[config.mk]
export PLATFORM = sky130hd
export DESIGN_NAME = banked_regfile
export DESIGN_NICKNAME = d
export VERILOG_FILES = /design/src/rtl/bankrf_pkg.sv /design/src/rtl/bankrf_map.sv /design/src/rtl/bankrf_store.sv /design/src/rtl/banked_regfile.sv
export SDC_FILE = /design/constraint.sdc
export NUM_CORES = 2
export LEC_CHECK = 0
export ABC_AREA = 1
export ABC_CLOCK_PERIOD_IN_PS = 8300
export BUFFER_PORTS_ARGS = -buffer_cell sky130_fd_sc_hd__clkbuf_2
export CORE_UTILIZATION = 35
export DETAILED_ROUTE_END_ITERATION = 10
export PLACE_DENSITY = 0.61
export SLEW_MARGIN = 25
export SYNTH_ARGS = -nofsm -noshare
export SYNTH_HDL_FRONTEND = slang
export SYNTH_HIERARCHICAL = 1
export SYNTH_SLANG_ARGS = --single-unit
[constraint.sdc]
create_clock -name clk -period 8.3 [get_ports clk]
set_input_delay 1.245 -clock clk [delete_from_list [all_inputs] [get_ports clk]]
set_output_delay 1.245 -clock clk [all_outputs]
set_load 0.05 [all_outputs]
[src/rtl/bankrf_pkg.sv]
package bankrf_pkg;

   typedef enum logic [1:0] {
      MODE_USER = 2'b00,
      MODE_FAST = 2'b01,
      MODE_INTR = 2'b10,
      MODE_SUPV = 2'b11
   } bank_mode_e;

   // physical slots: user copies (all but the PC), one fast bank, two short banks
   function automatic int unsigned phys_slots(input int unsigned arch_regs,
                                              input int unsigned fast_first,
                                              input int unsigned short_first);
      int unsigned pc_idx;
      pc_idx = arch_regs - 1;
      return pc_idx + (pc_idx - fast_first) + 2 * (pc_idx - short_first);
   endfunction

endpackage

[src/rtl/bankrf_map.sv]
module bankrf_map
   import bankrf_pkg::*;
#(
   parameter int unsigned ARCH_REGS   = 16,
   parameter int unsigned FAST_FIRST  = 8,
   parameter int unsigned SHORT_FIRST = 13,
   parameter int unsigned NUM_PHYS    = 26,
   localparam int unsigned IDX_W      = $clog2(ARCH_REGS),
   localparam int unsigned PHYS_W     = $clog2(NUM_PHYS)
) (
   input  bank_mode_e        mode_i,
   input  logic [IDX_W-1:0]  idx_i,
   output logic [PHYS_W-1:0] phys_o,
   output logic              is_pc_o
);

   localparam int unsigned PC_IDX    = ARCH_REGS - 1;
   localparam int unsigned FAST_CNT  = PC_IDX - FAST_FIRST;
   localparam int unsigned SHORT_CNT = PC_IDX - SHORT_FIRST;
   localparam int unsigned BASE_FAST = PC_IDX;
   localparam int unsigned BASE_INTR = BASE_FAST + FAST_CNT;
   localparam int unsigned BASE_SUPV = BASE_INTR + SHORT_CNT;

   logic in_fast_range;
   logic in_short_range;

   assign is_pc_o        = (idx_i == IDX_W'(PC_IDX));
   assign in_fast_range  = (idx_i >= IDX_W'(FAST_FIRST));
   assign in_short_range = (idx_i >= IDX_W'(SHORT_FIRST));

   always_comb begin
      phys_o = PHYS_W'(idx_i);
      unique case (mode_i)
         MODE_FAST: if (in_fast_range)
            phys_o = PHYS_W'(BASE_FAST) + PHYS_W'(idx_i) - PHYS_W'(FAST_FIRST);
         MODE_INTR: if (in_short_range)
            phys_o = PHYS_W'(BASE_INTR) + PHYS_W'(idx_i) - PHYS_W'(SHORT_FIRST);
         MODE_SUPV: if (in_short_range)
            phys_o = PHYS_W'(BASE_SUPV) + PHYS_W'(idx_i) - PHYS_W'(SHORT_FIRST);
         default: phys_o = PHYS_W'(idx_i);
      endcase
   end

endmodule

[src/rtl/bankrf_store.sv]
module bankrf_store #(
   parameter int unsigned DATA_W   = 32,
   parameter int unsigned NUM_PHYS = 26,
   parameter int unsigned RD_PORTS = 2,
   localparam int unsigned PHYS_W  = $clog2(NUM_PHYS)
) (
   input  logic                             clk,
   input  logic                             rst_n,
   input  logic                             we_i,
   input  logic [PHYS_W-1:0]                waddr_i,
   input  logic [DATA_W-1:0]                wdata_i,
   input  logic [RD_PORTS-1:0][PHYS_W-1:0]  raddr_i,
   output logic [RD_PORTS-1:0][DATA_W-1:0]  rdata_o
);

   logic [DATA_W-1:0] mem [NUM_PHYS];

   always_ff @(posedge clk or negedge rst_n) begin
      if (!rst_n) begin
         for (int k = 0; k < NUM_PHYS; k++) mem[k] <= '0;
      end else if (we_i) begin
         for (int k = 0; k < NUM_PHYS; k++)
            if (waddr_i == PHYS_W'(k)) mem[k] <= wdata_i;
      end
   end

   for (genvar p = 0; p < RD_PORTS; p++) begin : g_rd
      always_comb begin
         rdata_o[p] = '0;
         for (int k = 0; k < NUM_PHYS; k++)
            if (raddr_i[p] == PHYS_W'(k)) rdata_o[p] = mem[k];
      end
   end

   for (genvar g = 0; g < NUM_PHYS; g++) begin : g_chk
      AST_SLOT_HOLDS: assert property (@(posedge clk) disable iff (!rst_n)
         !(we_i && waddr_i == PHYS_W'(g)) |=> $stable(mem[g]));
      AST_SLOT_TAKES_WRITE: assert property (@(posedge clk) disable iff (!rst_n)
         (we_i && waddr_i == PHYS_W'(g)) |=> (mem[g] == $past(wdata_i)));
   end

endmodule

[src/rtl/banked_regfile.sv]
module banked_regfile
   import bankrf_pkg::*;
#(
   parameter int unsigned DATA_W      = 32,
   parameter int unsigned ARCH_REGS   = 16,
   parameter int unsigned FAST_FIRST  = 8,
   parameter int unsigned SHORT_FIRST = 13,
   localparam int unsigned IDX_W      = $clog2(ARCH_REGS)
) (
   input  logic              clk,
   input  logic              rst_n,
   input  logic [1:0]        mode_i,
   input  logic [IDX_W-1:0]  rd_a_idx,
   output logic [DATA_W-1:0] rd_a_data,
   input  logic [IDX_W-1:0]  rd_b_idx,
   output logic [DATA_W-1:0] rd_b_data,
   input  logic              wr_en,
   input  logic [IDX_W-1:0]  wr_idx,
   input  logic [DATA_W-1:0] wr_data,
   input  logic [DATA_W-1:0] pc_status_i,
   output logic              pc_wr_o,
   output logic [DATA_W-1:0] pc_wr_data_o
);

   localparam int unsigned NUM_PHYS  = phys_slots(ARCH_REGS, FAST_FIRST, SHORT_FIRST);
   localparam int unsigned PHYS_W    = $clog2(NUM_PHYS);
   localparam int unsigned RD_PORTS  = 2;
   localparam int unsigned MAP_PORTS = RD_PORTS + 1;
   localparam int unsigned WR_SLOT   = RD_PORTS;
   localparam int unsigned BASE_FAST = ARCH_REGS - 1;

   initial begin : p_param_chk
      assert (DATA_W > 0) else $fatal(1, "DATA_W must be positive");
      assert (ARCH_REGS >= 4 && (ARCH_REGS & (ARCH_REGS - 1)) == 0)
         else $fatal(1, "ARCH_REGS must be a power of two >= 4");
      assert (FAST_FIRST < SHORT_FIRST && SHORT_FIRST < ARCH_REGS - 1)
         else $fatal(1, "bank boundaries out of order");
   end

   bank_mode_e                       mode;
   logic [MAP_PORTS-1:0][IDX_W-1:0]  map_idx;
   logic [MAP_PORTS-1:0][PHYS_W-1:0] map_phys;
   logic [MAP_PORTS-1:0]             map_is_pc;
   logic [RD_PORTS-1:0][PHYS_W-1:0]  st_raddr;
   logic [RD_PORTS-1:0][DATA_W-1:0]  st_rdata;
   logic                             st_we;

   assign mode             = bank_mode_e'(mode_i);
   assign map_idx[0]       = rd_a_idx;
   assign map_idx[1]       = rd_b_idx;
   assign map_idx[WR_SLOT] = wr_idx;

   for (genvar m = 0; m < MAP_PORTS; m++) begin : g_map
      bankrf_map #(
         .ARCH_REGS  (ARCH_REGS),
         .FAST_FIRST (FAST_FIRST),
         .SHORT_FIRST(SHORT_FIRST),
         .NUM_PHYS   (NUM_PHYS)
      ) map_i (
         .mode_i (mode),
         .idx_i  (map_idx[m]),
         .phys_o (map_phys[m]),
         .is_pc_o(map_is_pc[m])
      );
   end

   for (genvar p = 0; p < RD_PORTS; p++) begin : g_raddr
      assign st_raddr[p] = map_phys[p];
   end

   assign st_we = wr_en & ~map_is_pc[WR_SLOT];

   bankrf_store #(
      .DATA_W  (DATA_W),
      .NUM_PHYS(NUM_PHYS),
      .RD_PORTS(RD_PORTS)
   ) store_i (
      .clk    (clk),
      .rst_n  (rst_n),
      .we_i   (st_we),
      .waddr_i(map_phys[WR_SLOT]),
      .wdata_i(wr_data),
      .raddr_i(st_raddr),
      .rdata_o(st_rdata)
   );

   assign rd_a_data    = map_is_pc[0] ? pc_status_i : st_rdata[0];
   assign rd_b_data    = map_is_pc[1] ? pc_status_i : st_rdata[1];
   assign pc_wr_o      = wr_en & map_is_pc[WR_SLOT];
   assign pc_wr_data_o = wr_data;

   AST_PC_READ_A: assert property (@(posedge clk) disable iff (!rst_n)
      (rd_a_idx == IDX_W'(ARCH_REGS - 1)) |-> (rd_a_data == pc_status_i));
   AST_PC_READ_B: assert property (@(posedge clk) disable iff (!rst_n)
      (rd_b_idx == IDX_W'(ARCH_REGS - 1)) |-> (rd_b_data == pc_status_i));
   AST_PC_WRITE_NOT_STORED: assert property (@(posedge clk) disable iff (!rst_n)
      pc_wr_o |-> !st_we);
   AST_FAST_BANK_SLOT: assert property (@(posedge clk) disable iff (!rst_n)
      (mode == MODE_FAST && wr_idx >= IDX_W'(FAST_FIRST) && !map_is_pc[WR_SLOT])
         |-> (map_phys[WR_SLOT] >= PHYS_W'(BASE_FAST)));

endmodule

Word-level counts from Yosys, hierarchy flattened. Index checks and enable logic that the tools add are counted.

Eq/ne operators: 81. Add/subtract/negate cells: 18. Magnitude comparators: 6. Multiplexer cells: 66. Bitwise operators: 3. Reductions and logical operators: 29.

Operators with widths (number): 32-bit two-way mux (54); 5-bit equality test, second input constant (30); 5-bit by 4-bit equality test with 1-bit output, second input constant (24); 5-bit by 3-bit equality test with 1-bit output, second input constant (12); 2-bit AND reduction (26); 5-bit two-way mux (9); 5-bit one-hot mux with 3 select lines (3); 5-bit by 4-bit subtractor with 5-bit output, second input constant (9); 5-bit by 4-bit adder with 5-bit output, first input constant (6); 5-bit by 2-bit equality test with 1-bit output, second input constant (6); 4-bit greater-or-equal comparator, second input constant (6); 4-bit by 4-bit adder with 5-bit output, first input constant (3); 5-bit by 1-bit equality test with 1-bit output, second input constant (3); 5-bit zero test (3); 4-bit equality test, second input constant (3); 2-bit equality test, second input constant (2); 1-bit bitwise AND (2); 2-bit by 1-bit equality test with 1-bit output, second input constant (1); 1-bit inverter (1).

Logic and storage cells: 229. Output and inout port bits: 97. Flip-flop bits (word level): 832. Input port bits: 81.

Longest topological paths before layout.
Depth after elaboration: 32. Depth in mapped cells: 32. Depth with buffers taken out: 31.

Cells and area by module. Netlist, hierarchy kept.

By module, submodules not included: bankrf_store (cells each 6017, area an instance 42813.6 um^2, instances 1, seq. area each 20820.0 um^2); banked_regfile (cells each 244, area an instance 1188.6 um^2, instances 1, seq. area each 0.0 um^2); bankrf_map (cells each 64, area an instance 300.3 um^2, instances 3, seq. area each 0.0 um^2).

Least setup slack after synthesis. Ideal clock, no wire load.

Path type: input to output. Start point: input port rd_a_idx[0]. End point: output port rd_a_data[22]. Cell stages on the path: 26. Arrival time: 3939 ps. Path buffers: 1. Setup slack: 3116 ps. Cell sequence: inv_1 -> ha_1 -> inv_1 -> nand2_1 -> nand3_1 -> nand2_1 -> nand2_1 -> nand2_1 -> nor2_2 -> nand2_1 -> nor2_1 -> clkbuf_1 -> nand2_1 -> nand4_1 -> nand2_1 -> nand4_1 -> nor2_1 -> nand4_1 -> nor2_1 -> nand4_1 -> nand2_1 -> nand4_1 -> nor2_1 -> nand4_1 -> nand2_2 -> nand2_1.

RTL lines: from (decl) (line banked_regfile.sv:13) `input logic [IDX_W-1:0] rd_a_idx,`; to (decl) (line banked_regfile.sv:14) `output logic [DATA_W-1:0] rd_a_data,`.

==> impl_metrics.env <==
export IMPL_cp_depth=27
export IMPL_clock_root_buffer="clkbuf_16"
export IMPL_num_io_pins=178
export IMPL_power_density_mw_per_mm2=265.8
export IMPL_port_buffers=177
export IMPL_grt_pass1_wl_um=240500
export IMPL_period_minus_slack_ns=7.064
export IMPL_cp_top_family="simple AND/OR/NAND/NOR gates"
export IMPL_cp_slowest_cell="nor2_4"
export IMPL_diodes=0
export IMPL_slew_headroom_pct=24.07
export IMPL_grt_use_total_pct=23.58
export IMPL_final_net_count=6468
export IMPL_critPathMaxFanout=26
export IMPL_power_total_mw=13.30
export IMPL_worst_pin_slew_ns=1.139
export IMPL_fp_dieArea_mm2=0.1297
export IMPL_end_kind="primary output"
export IMPL_synth_adder_area_share_pct=0.2508
export IMPL_post_cts_buffers=0
export IMPL_fin_util_pct=39.30
export IMPL_area_delta_synth_final_pct=11.46
export IMPL_coreArea_mm2=0.1274
export IMPL_r2r_end="store_i/mem[172]$_DFFE_PN0P_"
export IMPL_synth_xor_area_share_pct=0
export IMPL_hold_viol_final=0
export IMPL_drv_cap=0
export IMPL_vias=42660
export IMPL_rr_startpoint="store_i/mem[172]$_DFFE_PN0P_"
export IMPL_worst_ep_arrival_time_ns=5.82
export IMPL_finalSetupViolCount=0
export IMPL_cts_sinks=832
export IMPL_reg2regPathDepth=2
export IMPL_ys_seq_area_share_pct=46.37
export IMPL_fillers=13160
export IMPL_synth_top_family_by_area="simple AND/OR/NAND/NOR gates"
export IMPL_synthMuxAreaShare_pct=0
export IMPL_layout_drive_gt1_share_pct=9.168
export IMPL_largestRegisters="store_i/mem x832"
export IMPL_fin_skew_ns=0
export IMPL_grt_remaining_overflow=0
export IMPL_cts_buffers=91
export IMPL_required_ns=7.05
export IMPL_worst_slack_ns=1.236
export IMPL_criticalPathCategory="input port to primary output"
export IMPL_cp_start_kind="input port"
export IMPL_p_leak_nw=23.36
export IMPL_maxClockFrequency_mhz=141.6
export IMPL_syn_avg_cell_area_um2=6.958
export IMPL_yosysTopAreaCell="dfrtp_1"
export IMPL_clk_pin_slew_ns=0.06
export IMPL_critical_path_buf_inv_count=3
export IMPL_htree_levels=3
export IMPL_ys_types=28
export IMPL_syn_nets=6543
export IMPL_synthSimpleGateAreaFrac_pct=35.12
export IMPL_synth_top_area_share_pct=46.37
export IMPL_cts_repair_resized=0
export IMPL_post_route_period_util_pct=85.11
export IMPL_netlist_instances=6453
export IMPL_cp_common_cell="nand2_1"
export IMPL_holdBufCountCts=0
export IMPL_viasPerCell=5.262
export IMPL_top_register="store_i/mem"
export IMPL_clockBufferDepth=3
export IMPL_hold_class="input port to async pin"
export IMPL_largest_register_ffs=832
export IMPL_die_w_um=360.2
export IMPL_grt_max_degree=176
export IMPL_drt_iter0_drc=4596
export IMPL_yosys_top_cells_area="dfrtp_1 46%, nand2_1 22%, o21ai_0 9.5%, nand4_1 5.2%, nor2_1 4.8%"
export IMPL_row_count=131
export IMPL_ys_seq_elements=832
export IMPL_cts_tree="done"
export IMPL_cpPeakStageDelay_ns=0.82
export IMPL_synth_compound_area_share_pct=10.21
export IMPL_hold_ws_ns=0.4359
export IMPL_clkLatencyLatePin_ns=0.66
export IMPL_hpwl_um=103400
export IMPL_grt_setup_unrepaired="no"
export IMPL_syn_area_mm2=0.04490
export IMPL_drtPass1Iterations=6
export IMPL_synth_warnings=6
export IMPL_route_detailed_drc=0
export IMPL_wl_per_cell_um=19.03
export IMPL_initial_core_util_pct=35.26
export IMPL_vdd_ir_drop_max_v=0.0001395
export IMPL_die_h_um=360.2
export IMPL_antenna_left=0
export IMPL_finalMaxSlewViolations=0
export IMPL_antenna_found_initial=0
export IMPL_first_global_vias=40450
export IMPL_pre_cts_ws_ns=1.346
export IMPL_wirelength_um=154300
export IMPL_status="finished clean"
export IMPL_place_congestion=0.9321
export IMPL_reg2reg_slack_ns=7.46
export IMPL_fin_tns_setup_ns=0
## worst max path at each step
stage | start | end | slack, ns
2_1_floorplan | rd_a_idx[0] | rd_a_data[22] | 3.12
3_3_place_gp | mode_i[1] | rd_b_data[14] | 1.29
3_5_place_dp | rd_a_idx[0] | rd_a_data[14] | 1.35
4_1_cts | rd_a_idx[0] | rd_a_data[14] | 1.34
5_1_grt | mode_i[1] | rd_b_data[14] | 0.89
6_report | rd_a_idx[0] | rd_a_data[14] | 1.24
## logic make-up (layout without fill, tap and decap cells)
| group | count (synthesis) | after routing |
|---|---|---|
| simple gates | 3817 | 3817 |
| flops | 832 | 832 |
| compound gates | 914 | 914 |
| fa+ha+maj | 9 | 9 |
| buf+inv | 881 | 874 |
## layout make-up
class                   count  area [µm²]  share of cell area (%)
clock buffers             128        2681                   5.357
clock inverters            33       362.8                  0.7250
inverters                 445        1683                   3.362
multi-input cells        4740       20730                   41.43
flip-flops and latches    832       20820                   41.60
well taps                1662        2079                   4.155
repair buffers            268        1689                   3.375
## cell usage in the layout, fill, tap and decap left out, types with 59 or more instances in the layout
master and n:
clkbuf_16 95, nand2_1 2559, nand4_1 371, dfrtp_1 832, buf_4 84, clkbuf_2 176, or2_2 59, nor2_1 534
o21ai_0 855, inv_1 417, nand3_1 182
## per-layer routing
metal / share of wire [%] / routed length, µm / global-route usage [%]
met2: 46 / 70540 / 37.50
met3: 7.1 / 10990 / 3.356
met5: 0 / 0 / 0
met1: 43 / 67060 / 32.26
met4: 3.7 / 5746 / 9.318
## power breakdown
part           internal, mW  switching [mW]  total, mW
logic                 0.939            2.20       3.14
clock network          2.46            1.74       4.20
registers              5.15           0.818       5.97
total                  8.55            4.75       13.3
## Yosys cell counts
cell type     n
nand2_1    2582
o21ai_0     855
dfrtp_1     832
nor2_1      572
inv_1       419
nand4_1     371
clkbuf_1    350
nand3_1     185
or2_2        59
a21oi_1      56
buf_4        46
buf_2        25
nand2_2      23
inv_2        13
clkinv_1     11
buf_6        10
nor2_2       10
ha_1          9
or2_0         7
or2_1         4
a21oi_2       3
buf_1         3
nor2_4        3
buf_12        1
clkbuf_2      1
inv_6         1
inv_8         1
nor3_1        1
## stage by stage
stage / cell area [µm²] / std cells
3_3_place_gp: 46870 / 7944
4_1_cts: 49970 / 8106
3_5_place_dp: 46930 / 7945
6_report: 50050 / 8108
2_1_floorplan: 44900 / 6453
5_1_grt: 50050 / 8108
No activity file was read; power rests on OpenSTA's default activity.
